===== config.mk =====
export PLATFORM = sky130hd
export DESIGN_NAME = lcdpk_top
export DESIGN_NICKNAME = d
export VERILOG_FILES = /design/src/rtl/lcdpk_pkg.sv /design/src/rtl/lcdpk_fmt.sv /design/src/rtl/lcdpk_acc.sv /design/src/rtl/lcdpk_top.sv
export SDC_FILE = /design/constraint.sdc
export NUM_CORES = 1
export LEC_CHECK = 0
export ABC_AREA = 0
export BUFFER_PORTS_ARGS = -buffer_cell sky130_fd_sc_hd__buf_2
export CORE_MARGIN = 2
export CORE_UTILIZATION = 55
export CTS_CLUSTER_DIAMETER = 30
export DETAILED_ROUTE_END_ITERATION = 12
export PLACE_DENSITY = 0.87
export SETUP_SLACK_MARGIN = 0.02
export SYNTH_ARGS = -nofsm -noshare
export SYNTH_HDL_FRONTEND = slang
export SYNTH_SLANG_ARGS = --single-unit

===== constraint.sdc =====
create_clock -name clk -period 9 [get_ports clk]
set_input_delay 0.9 -clock clk [delete_from_list [all_inputs] [get_ports clk]]
set_output_delay 0.9 -clock clk [all_outputs]
set_load 0.02 [all_outputs]

===== src/rtl/lcdpk_pkg.sv =====
`timescale 1ns/1ps
package lcdpk_pkg;

  localparam int BUS_W = 18;

  typedef enum logic [1:0] {
    PK_565  = 2'b00,
    PK_555  = 2'b01,
    PK_TRI  = 2'b10,
    PK_QUAD = 2'b11
  } pk_mode_e;

  // Bits removed from the stream per shift-clock word.
  function automatic int word_bits(pk_mode_e m);
    case (m)
      PK_TRI:  return 8;
      PK_QUAD: return 16;
      default: return BUS_W;
    endcase
  endfunction

  // Bits added to the stream per accepted pixel.
  function automatic int pix_bits(pk_mode_e m);
    case (m)
      PK_TRI:  return 3;
      PK_QUAD: return 4;
      default: return BUS_W;
    endcase
  endfunction

endpackage


===== src/rtl/lcdpk_fmt.sv =====
`timescale 1ns/1ps
module lcdpk_fmt
  import lcdpk_pkg::*;
#(
  parameter int COLOR_W = 8
) (
  input  pk_mode_e             mode,
  input  logic [COLOR_W-1:0]   red,
  input  logic [COLOR_W-1:0]   grn,
  input  logic [COLOR_W-1:0]   blu,
  output logic [BUS_W-1:0]     field
);

  localparam int MSB = COLOR_W - 1;

  // Right-aligned field that one pixel adds to the stream.
  always_comb begin
    field = '0;
    case (mode)
      PK_565: begin
        field[17:13] = red[MSB -: 5];
        field[11:6]  = grn[MSB -: 6];
        field[5:1]   = blu[MSB -: 5];
      end
      PK_555: begin
        field[17:13] = red[MSB -: 5];
        field[11:7]  = grn[MSB -: 5];
        field[5:1]   = blu[MSB -: 5];
      end
      PK_TRI:  field[2:0] = {red[MSB], grn[MSB], blu[MSB]};
      default: field[3:0] = {red[MSB-1], red[MSB], grn[MSB], blu[MSB]};
    endcase
  end

endmodule


===== src/rtl/lcdpk_acc.sv =====
`timescale 1ns/1ps
module lcdpk_acc
  import lcdpk_pkg::*;
#(
  parameter int ACC_W = 24
) (
  input  logic               clk,
  input  logic               rst_n,
  input  logic               clear,
  input  logic               take,
  input  logic               push,
  input  pk_mode_e           mode,
  input  logic [BUS_W-1:0]   field,
  output logic [BUS_W-1:0]   word,
  output logic               word_ok,
  output logic               space
);

  localparam int CNT_W = $clog2(ACC_W + 1);

  logic [ACC_W-1:0] acc_q, acc_kept, acc_d, low_mask;
  logic [CNT_W-1:0] cnt_q, cnt_kept, cnt_d, wb, pb;

  // Extraction side: word at the bottom, what stays after this cycle's take.
  always_comb begin
    wb       = CNT_W'(word_bits(mode));
    pb       = CNT_W'(pix_bits(mode));
    word_ok  = (cnt_q >= wb);
    low_mask = ~({ACC_W{1'b1}} << wb);
    word     = BUS_W'(acc_q & low_mask);
    if (take && word_ok) begin
      acc_kept = acc_q >> wb;
      cnt_kept = cnt_q - wb;
    end else begin
      acc_kept = acc_q;
      cnt_kept = cnt_q;
    end
    space = ({1'b0, cnt_kept} + {1'b0, pb}) <= (CNT_W + 1)'(ACC_W);
  end

  // Intake side: new field lands just above the bits that remain.
  always_comb begin
    acc_d = acc_kept;
    cnt_d = cnt_kept;
    if (push) begin
      acc_d = acc_kept | (ACC_W'(field) << cnt_kept);
      cnt_d = cnt_kept + pb;
    end
  end

  always_ff @(posedge clk) begin
    if (!rst_n || clear) begin
      acc_q <= '0;
      cnt_q <= '0;
    end else begin
      acc_q <= acc_d;
      cnt_q <= cnt_d;
    end
  end

endmodule


===== src/rtl/lcdpk_top.sv =====
`timescale 1ns/1ps
module lcdpk_top
  import lcdpk_pkg::*;
#(
  parameter int COLOR_W = 8,
  parameter int ACC_W   = 24
) (
  input  logic                clk,
  input  logic                rst_n,
  input  logic [1:0]          mode,
  input  logic                pix_out_en,
  input  logic                shift_en,
  input  logic                pix_valid,
  output logic                pix_ready,
  input  logic [COLOR_W-1:0]  pix_red,
  input  logic [COLOR_W-1:0]  pix_grn,
  input  logic [COLOR_W-1:0]  pix_blu,
  output logic [BUS_W-1:0]    pdata,
  output logic                underrun
);

  pk_mode_e          mode_e;
  logic [BUS_W-1:0]  field, word;
  logic              word_ok, space, take, push;

  assign mode_e    = pk_mode_e'(mode);
  assign take      = pix_out_en && shift_en;
  assign pix_ready = pix_out_en && space;
  assign push      = pix_valid && pix_ready;

  lcdpk_fmt #(.COLOR_W(COLOR_W)) u_fmt (
    .mode  (mode_e),
    .red   (pix_red),
    .grn   (pix_grn),
    .blu   (pix_blu),
    .field (field)
  );

  lcdpk_acc #(.ACC_W(ACC_W)) u_acc (
    .clk     (clk),
    .rst_n   (rst_n),
    .clear   (!pix_out_en),
    .take    (take),
    .push    (push),
    .mode    (mode_e),
    .field   (field),
    .word    (word),
    .word_ok (word_ok),
    .space   (space)
  );

  always_ff @(posedge clk) begin
    if (!rst_n || !pix_out_en) begin
      pdata    <= '0;
      underrun <= 1'b0;
    end else if (shift_en) begin
      pdata    <= word_ok ? word : '0;
      underrun <= !word_ok;
    end
  end

endmodule


# Yosys cells after proc, flatten, opt, wreduce, memory -nomap -nowiden

Cells that the tools add are included.
W data, S select, Z words.

Word-level logic and storage cells: 42
Register bits: 48
Bits of input ports: 31
Output and inout bits: 20

Add/sub/neg operators: 3
Reductions and logical operators: 10
Equal/unequal tests: 3
Shift operators: 3
Order comparisons: 2
Bitwise gates (word level): 3
Muxes and demuxes: 14

Operator list:

| cell                    | count |
|---|---|
| $mux W24                | 2 |
| $or A24 B24 Y24         | 1 |
| $shl A18 B5 Y24         | 1 |
| $shl A24 B5 Y18 const A | 1 |
| $shr A24 B5 Y24         | 1 |
| $mux W5                 | 4 |
| $pmux W5 S2             | 2 |
| $and A18 B18 Y18        | 1 |
| $mux W18                | 1 |
| $not A18 Y18            | 1 |
| $add A5 B5 Y6           | 1 |
| $le A6 B5 Y1 const B    | 1 |
| $add A5 B5 Y5           | 1 |
| $ge A5 B5 Y1            | 1 |
| $sub A5 B5 Y5           | 1 |
| $eq A2 B2 Y1 const B    | 2 |
| $logic_and A1 B1 Y1     | 4 |
| $mux W2                 | 2 |
| $logic_not A1 Y1        | 3 |
| $eq A2 B1 Y1 const B    | 1 |
| $logic_not A2 Y1        | 1 |
| $mux W1                 | 2 |
| $pmux W1 S2             | 1 |
| $reduce_or A2 Y1        | 1 |
| $logic_or A1 B1 Y1      | 1 |

# Depth between registers and ports, before layout

Gate-level depths: netlist (run 1).

Word-level depth: 10
Gate-level depth with buffers: 22
Gate-level depth less buffers: 18

# Cells and area by module

Synthesis (run 1) repeated with hierarchy kept, for this count alone.

Cells, all modules: 456
Area, all modules: 3833.7 µm²

By module, submodules not included:

| module    | cells an instance | area an instance (µm²) | seq. area each (µm²) | times used |
|---|---|---|---|---|
| lcdpk_acc | 346               | 2787.7                 | 580.6                | 1 |
| lcdpk_top | 87                | 874.6                  | 380.4                | 1 |
| lcdpk_fmt | 23                | 171.4                  | 0.0                  | 1 |

# Worst setup path before layout (run 1)

No wires, ideal clock.

Kind: in2out
Start: in mode[0]
End: out pix_ready
Stages on the path: 16
Arrival time: 4.408 ns
Required time: 8.100 ns
Slack: 3.692 ns
Buffers on the path: 4
Cell sequence: clkbuf_1 -> nor2_1 -> clkbuf_1 -> ha_1 -> nor2_1 -> a21o_1 -> a21o_1 -> buf_2 -> o21a_1 -> inv_1 -> buf_2 -> ha_1 -> xor2_1 -> or3_1 -> a311oi_1 -> o21a_1

Cells in the longest elaborated chain, start to end: 8
Elaborated cells on any way between the ends: 11
Classes of those cells: add/sub: 2; order compare: 2; eq/ne: 2; mux: 3; reduce/logical: 2

Ends and longest elaborated chain:

| element               | line                             | RTL |
|---|---|---|
| from (decl)           | lcdpk_top.sv:10                  | `input logic [1:0] mode,` |
| $eq A2 B2 Y1          | lcdpk_pkg.sv:15, lcdpk_pkg.sv:24 |  |
| $pmux W5 S2           | lcdpk_pkg.sv:15                  | `case (m)` |
| $ge A5 B5 Y1          | lcdpk_acc.sv:28                  | `word_ok = (cnt_q >= wb);` |
| $logic_and A1 B1 Y1   | lcdpk_acc.sv:31                  | `if (take && word_ok) begin` |
| $mux W5               | lcdpk_acc.sv:31                  |  |
| $add A5 B5 Y6 *       | lcdpk_acc.sv:38                  | `space = ({1'b0, cnt_kept} + {1'b0, pb}) <= (CNT_W + 1)'(ACC_W);` |
| $le A6 B5 Y1 *        | lcdpk_acc.sv:38                  |  |
| $logic_and A1 B1 Y1 * | lcdpk_top.sv:28                  | `assign pix_ready = pix_out_en && space;` |
| to (decl)             | lcdpk_top.sv:14                  | `output logic pix_ready,` |

Mark *: on every way between the ends. The rest lies on a longest branch, timed or not.

# Worst setup path after layout (run 1)

Start: in mode[1]
End: out pix_ready

Same word-level chain as after synthesis.

==> impl_metrics.ini, run 1 <==
[run_status]
status = finished, final reports clean

[power]
power_density_nw_per_um2 = 134
peakVddDrop_mv = 0.111
p_leak_nw = 1.55
power.total_uw = 515

[drt]
remaining_drc_errors = 0
avgViaCountPerCell = 6.62
drt_iter0_drc = 526
antenna_left = 0
wl_per_cell_um = 18.6
dr_total_vias = 3774
wl_um = 10600
first_pass_iters = 6

[cells_and_area]
area_growth_pct = 9.15
num_antenna_cells = 0
final_nets = 532
final_area_um2 = 3850
drive_gt1_frac = 0.148
fin_cells = 570

[placement]
dp_cells = 562
dpl_cell_area_um2 = 3730
gp_congestion = 0.966
dp_hpwl_um = 7380
port_buffers = 42

[global_route]
grt_max_degree = 46
grt_usage = 0.306
antenna_found_initial = 0
grt_first_pass_wirelength_um = 17600
grt_pass1_vias = 3543
gr-total-overflow = 0

[floorplan]
io_pins = 51
start_util = 0.562
fp.dieArea_um2 = 7070
num_rows = 29
die_w_um = 84.1
die_h_um = 84.1
core_area_um2 = 6280

[synth]
ys_ff_latch = 48
ys_seq_area_frac = 0.272
synth_top_area_share = 0.272
postSynthCellCount = 471
synthTopCellsByArea = dfxtp_1 (27%), mux2i_1 (7.9%), nor2_1 (7.4%)
ys_async_sr_fraction = 0
yosysUniqueCellTypes = 59
synth.net_count = 511
syn-mean-instance-area_um2 = 7.49
syn_area_um2 = 3530
yosys.area.top_type = dfxtp_1
synth_top_flop_cell = dfxtp_1
synth-edff-count = 0
yosysWarnings = 0

[timing]
hold_viol = 0
rsz0062_at_grt = false
final-setup-viol-count = 0
fmaxAchievable_ghz = 0.131
tns_ns = 0
worst_pin_slew_ns = 1.23
holdWs_ns = 0.510
fin_worst_skew_ns = 0.00928
relSlewSlack = 0.178
min_period_over_period = 0.850
report.final.slew_viol_count = 0
min_period_ns = 7.65

[cts]
clkTransAtPathRegs_ns = 0.09
cts_htree_levels = 2
clockBufferDepth = 2
cts-root-buf = clkbuf_8
postCtsHoldBufs = 0
clkLatencyLatePin_ns = 0.30
clock_sinks = 48
cts_tree = done
cts_buffers = 5
postCtsSetupBuffers = 0
cts_resized = 0

[worst_setup_path]
crit_fanout = 38
start_kind = input pin
critPathArrivalTime_ns = 6.75
path_class = input pin to output port
crit_required_ns = 8.10
endpoint_kind = output port

[worst_hold_path]
hold_path.class = flop to flop

[run]
cap_violations = 0
[critical path, stage by stage]
cell	delay [ns]
buf_2	0.59
inv_2	0.22
nor2_1	0.99
inv_1	0.15
ha_1	0.43
nor2b_1	0.17
nand4_1	0.20
nand3_1	0.35
and2_1	0.67
inv_2	0.25
fa_1	0.49
xor2_1	0.19
or3_1	0.35
a311oi_1	0.41
o21a_1	0.20
buf_2	0.17
[through the flow]
stage,setup WS (ns),util
finish,1.35,0.613
global route,0.860,0.613
CTS,1.51,0.613
detailed placement,1.38,0.594
floorplan,3.69,-
global placement,1.65,0.594
[where the power goes]
part | switching [mW] | leakage, nW | total, mW | internal [mW]
Combinational | 0.0855 | 1.10 | 0.130 | 0.0442
Clock | 0.0752 | 0.0614 | 0.166 | 0.0909
Sequential | 0.00332 | 0.387 | 0.219 | 0.216
[placed cells by master (no fill, tap or decap), types with 11 or more instances in the layout]
master,n
a211oi_1,12
a21oi_1,52
buf_2,42
dfxtp_1,48
inv_1,11
mux2i_1,28
nand2_1,38
nand3_1,16
nor2_1,70
nor2b_1,21
o21ai_0,16
[path summary, 6_finish.rpt]
path         cells past startpoint  slack (ns)            from              to
min                              2        0.51  u_acc.acc_q[5]        pdata[5]
max                             16        1.35         mode[1]       pix_ready
max reg2reg                     15        3.36  u_acc.cnt_q[1]  u_acc.acc_q[1]
min reg2reg                      2        0.51  u_acc.acc_q[5]        pdata[5]
[state kept, by name, summed over array words and instances, names as in the netlist]
signal       flops
u_acc.cnt_q      5
pdata           18
u_acc.acc_q     24
underrun         1
[cell families (layout without fill, tap and decap cells)]
family | after synthesis | count (layout) | synth area share
AOI/OAI and AO/OA | 141 | 141 | 0.259
xor gates and xnor gates | 7 | 7 | 0.0174
adders and majority gates | 9 | 9 | 0.0341
buffers and inverters | 48 | 70 | 0.0585
DFF | 48 | 48 | 0.272
muxes | 37 | 37 | 0.119
and+or+nand+nor | 181 | 181 | 0.239
[area by class of cell]
| type | instances | area [um2] |
|---|---|---|
| clock buffers | 6 | 82.6 |
| clock inverters | 2 | 38.8 |
| fillers | 575 | 2430 |
| inverters | 13 | 48.8 |
| multi-input cells | 375 | 2360 |
| flip-flops and latches | 48 | 961 |
| well taps | 77 | 96.3 |
| repair buffers | 49 | 263 |
[synth_stat cells (4+ instances only)]
library cell  number
nor2_1            70
a21oi_1           52
dfxtp_1           48
nand2_1           38
mux2i_1           28
clkbuf_1          22
nor2b_1           21
nand3_1           16
o21ai_0           16
a211oi_1          12
inv_1             11
buf_2              9
a221oi_1           8
a31oi_1            8
ha_1               8
nor3_1             8
o22ai_1            8
a22oi_1            6
and3_1             6
and2_1             5
mux2_2             5
nand4_1            4
xnor2_1            4
[per-layer routing]
layer  part of all wire  up-vias  wire (um)  track usage
met5                  0        -          0            0
met4              0.029        0        303        0.117
met3              0.075       36        791       0.0475
met2               0.48      197       5040        0.496
met1               0.42     1791       4460        0.410
li1                   -     1750          -            -
(Power assumes the default switching activity.)
==> run 2: changes to the inputs <==
--- a/config.mk
+++ b/config.mk
@@ -8,10 +8,10 @@
 export ABC_AREA = 0
 export BUFFER_PORTS_ARGS = -buffer_cell sky130_fd_sc_hd__buf_2
 export CORE_MARGIN = 2
-export CORE_UTILIZATION = 55
+export CORE_UTILIZATION = 52
 export CTS_CLUSTER_DIAMETER = 30
 export DETAILED_ROUTE_END_ITERATION = 12
-export PLACE_DENSITY = 0.87
+export PLACE_DENSITY = 0.86
 export SETUP_SLACK_MARGIN = 0.02
 export SYNTH_ARGS = -nofsm -noshare
 export SYNTH_HDL_FRONTEND = slang
==> constraint.sdc (replaced) <==
create_clock -name clk -period 6.25 [get_ports clk]
set_input_delay 0.625 -clock clk [delete_from_list [all_inputs] [get_ports clk]]
set_output_delay 0.625 -clock clk [all_outputs]
set_load 0.02 [all_outputs]
==> impl_metrics.ini, run 2 (synthesized netlist as in run 1, its figures left out) <==
[drt]
avgViaCountPerCell = 6.64
drt_iter0_drc = 654
wl_um = 10500
wl_per_cell_um = 18.1
dr_total_vias = 3829
remaining_drc_errors = 0
first_pass_iters = 8
antenna_left = 0

[floorplan]
die_h_um = 86.4
die_w_um = 86.4
core_area_um2 = 6680
fp.dieArea_um2 = 7460
num_rows = 30
start_util = 0.528
io_pins = 51

[timing]
min_period_over_period = 0.813
report.final.slew_viol_count = 0
rsz0062_at_grt = false
holdWs_ns = 0.508
fin_worst_skew_ns = 0.00496
fmaxAchievable_ghz = 0.197
relSlewSlack = 0.471
worst_pin_slew_ns = 0.786
min_period_ns = 5.08
final-setup-viol-count = 0
hold_viol = 0
tns_ns = 0
layout_setup_ws_ns = 1.17

[power]
sw_frac_of_total = 0.326
p_switching_uw = 240
p_leak_nw = 1.56
peakVddDrop_mv = 0.112
combPwrFrac = 0.254
power_density_nw_per_um2 = 190
intPower_uw = 497
p_seq_frac = 0.428
clkPwrFrac = 0.317

[global_route]
grt_first_pass_wirelength_um = 16900
antenna_found_initial = 0
gr-total-overflow = 0
grt_pass1_vias = 3578
grt_max_degree = 46
grt_usage = 0.281

[cells_and_area]
biggestRegsByFlops = u_acc.acc_q x24, pdata x18, u_acc.cnt_q x5
area_growth_pct = 9.93
final_nets = 536
largest_reg_flops = 24
regMostFlops = u_acc.acc_q
num_antenna_cells = 0
layout_common_cells = nor2_1 (70), a21oi_1 (52), dfxtp_1 (48)
layout.cells.most_common = nor2_1
drive_gt1_frac = 0.155

[worst_setup_path]
crit_fanout = 10
endpoint_kind = output port
cpPeakStageDelay_ns = 0.48
critPathArrivalTime_ns = 4.46
path_cells = buf_2, nor2_1, inv_1, ha_1, nor2b_1, nand4_1, nand3_1, and2_1, inv_2, fa_1, or3_1, a311oi_1, o21a_1, buf_2
crit_required_ns = 5.62
path_class = input pin to output port
worstRegToRegCells = 14
crit_path_frequent_cell = buf_2
start_kind = input pin
cpMaxStageDelayCell = fa_1

[cts]
cts_resized = 0
postCtsSetupBuffers = 0
clkTransAtPathRegs_ns = 0.09
cts-root-buf = clkbuf_8
clockBufferDepth = 2
cts_buffers = 5
cts_htree_levels = 2
clock_sinks = 48
clkLatencyLatePin_ns = 0.31
cts_tree = done
postCtsHoldBufs = 0

[run_status]
status = finished, final reports clean

[placement]
dp_hpwl_um = 7310
gp_congestion = 0.933
place_ws_ns = 1.09
port_buffers = 42

[run]
cap_violations = 0

[worst_hold_path]
hold_path.class = flop to flop
worstHoldPathCells = 2
run 2: changes by cell type in the layout (fill, tap and decap cells not counted):
cell,before,now
clkinvlp_4,0,1
inv_6,0,1
clkinv_4,1,0
buf_4,7,11
clkbuf_8,6,5
run 2: path summary, 6_finish.rpt:
kind | from | to | slack, ns
worst max register to register | u_acc.cnt_q[1] | u_acc.acc_q[5] | 1.30
worst max-delay path | mode[0] | pix_ready | 1.17
worst min register to register | u_acc.acc_q[0] | pdata[0] | 0.51
worst min-delay path | u_acc.acc_q[0] | pdata[0] | 0.51
run 2: worst max-delay path: cells and delay by family:
family                     cells  cell delay, ns
buffers and inverters          4            0.66
AOI/OAI and AO/OA              2            0.60
and+or+nand+nor                6            1.70
adders and majority gates      2            0.84
run 2: power by group through the flow:
stage / clock network, mW / logic, mW / registers, mW
after detailed placement: 0 / 0.181 / 0.323
after global routing: 0.241 / 0.203 / 0.316
after CTS: 0.234 / 0.182 / 0.315
final: 0.234 / 0.187 / 0.316
after global placement: 0 / 0.176 / 0.322
after floorplan: 0 / 0.134 / 0.321
run 2: layout make-up:
type                            count  area, um2
Fill cell                         639       2800
Multi-Input combinational cell    375       2360
Clock inverter                      3       46.3
Inverter                           13       48.8
Clock buffer                        5       68.8
Sequential cell                    48        961
Timing Repair Buffer               53        293
Tap cell                           80        100
run 2: routing by layer:
layer,vias to the layer above,share of wire,routed length [um],GRT usage
met5,-,0,0,0
met4,0,0.040,418,0.132
met3,48,0.098,1030,0.0352
met2,255,0.48,5000,0.479
met1,1773,0.38,4010,0.353
li1,1753,-,-,-
run 2: stage by stage:
stage,cell area (um2),util,cells,power (mW)
after CTS,3880,0.580,577,0.731
after floorplan,3530,-,471,0.455
after global routing,3880,0.580,577,0.761
after global placement,3760,0.563,569,0.498
after detailed placement,3760,0.563,569,0.504
final,3880,0.580,577,0.737
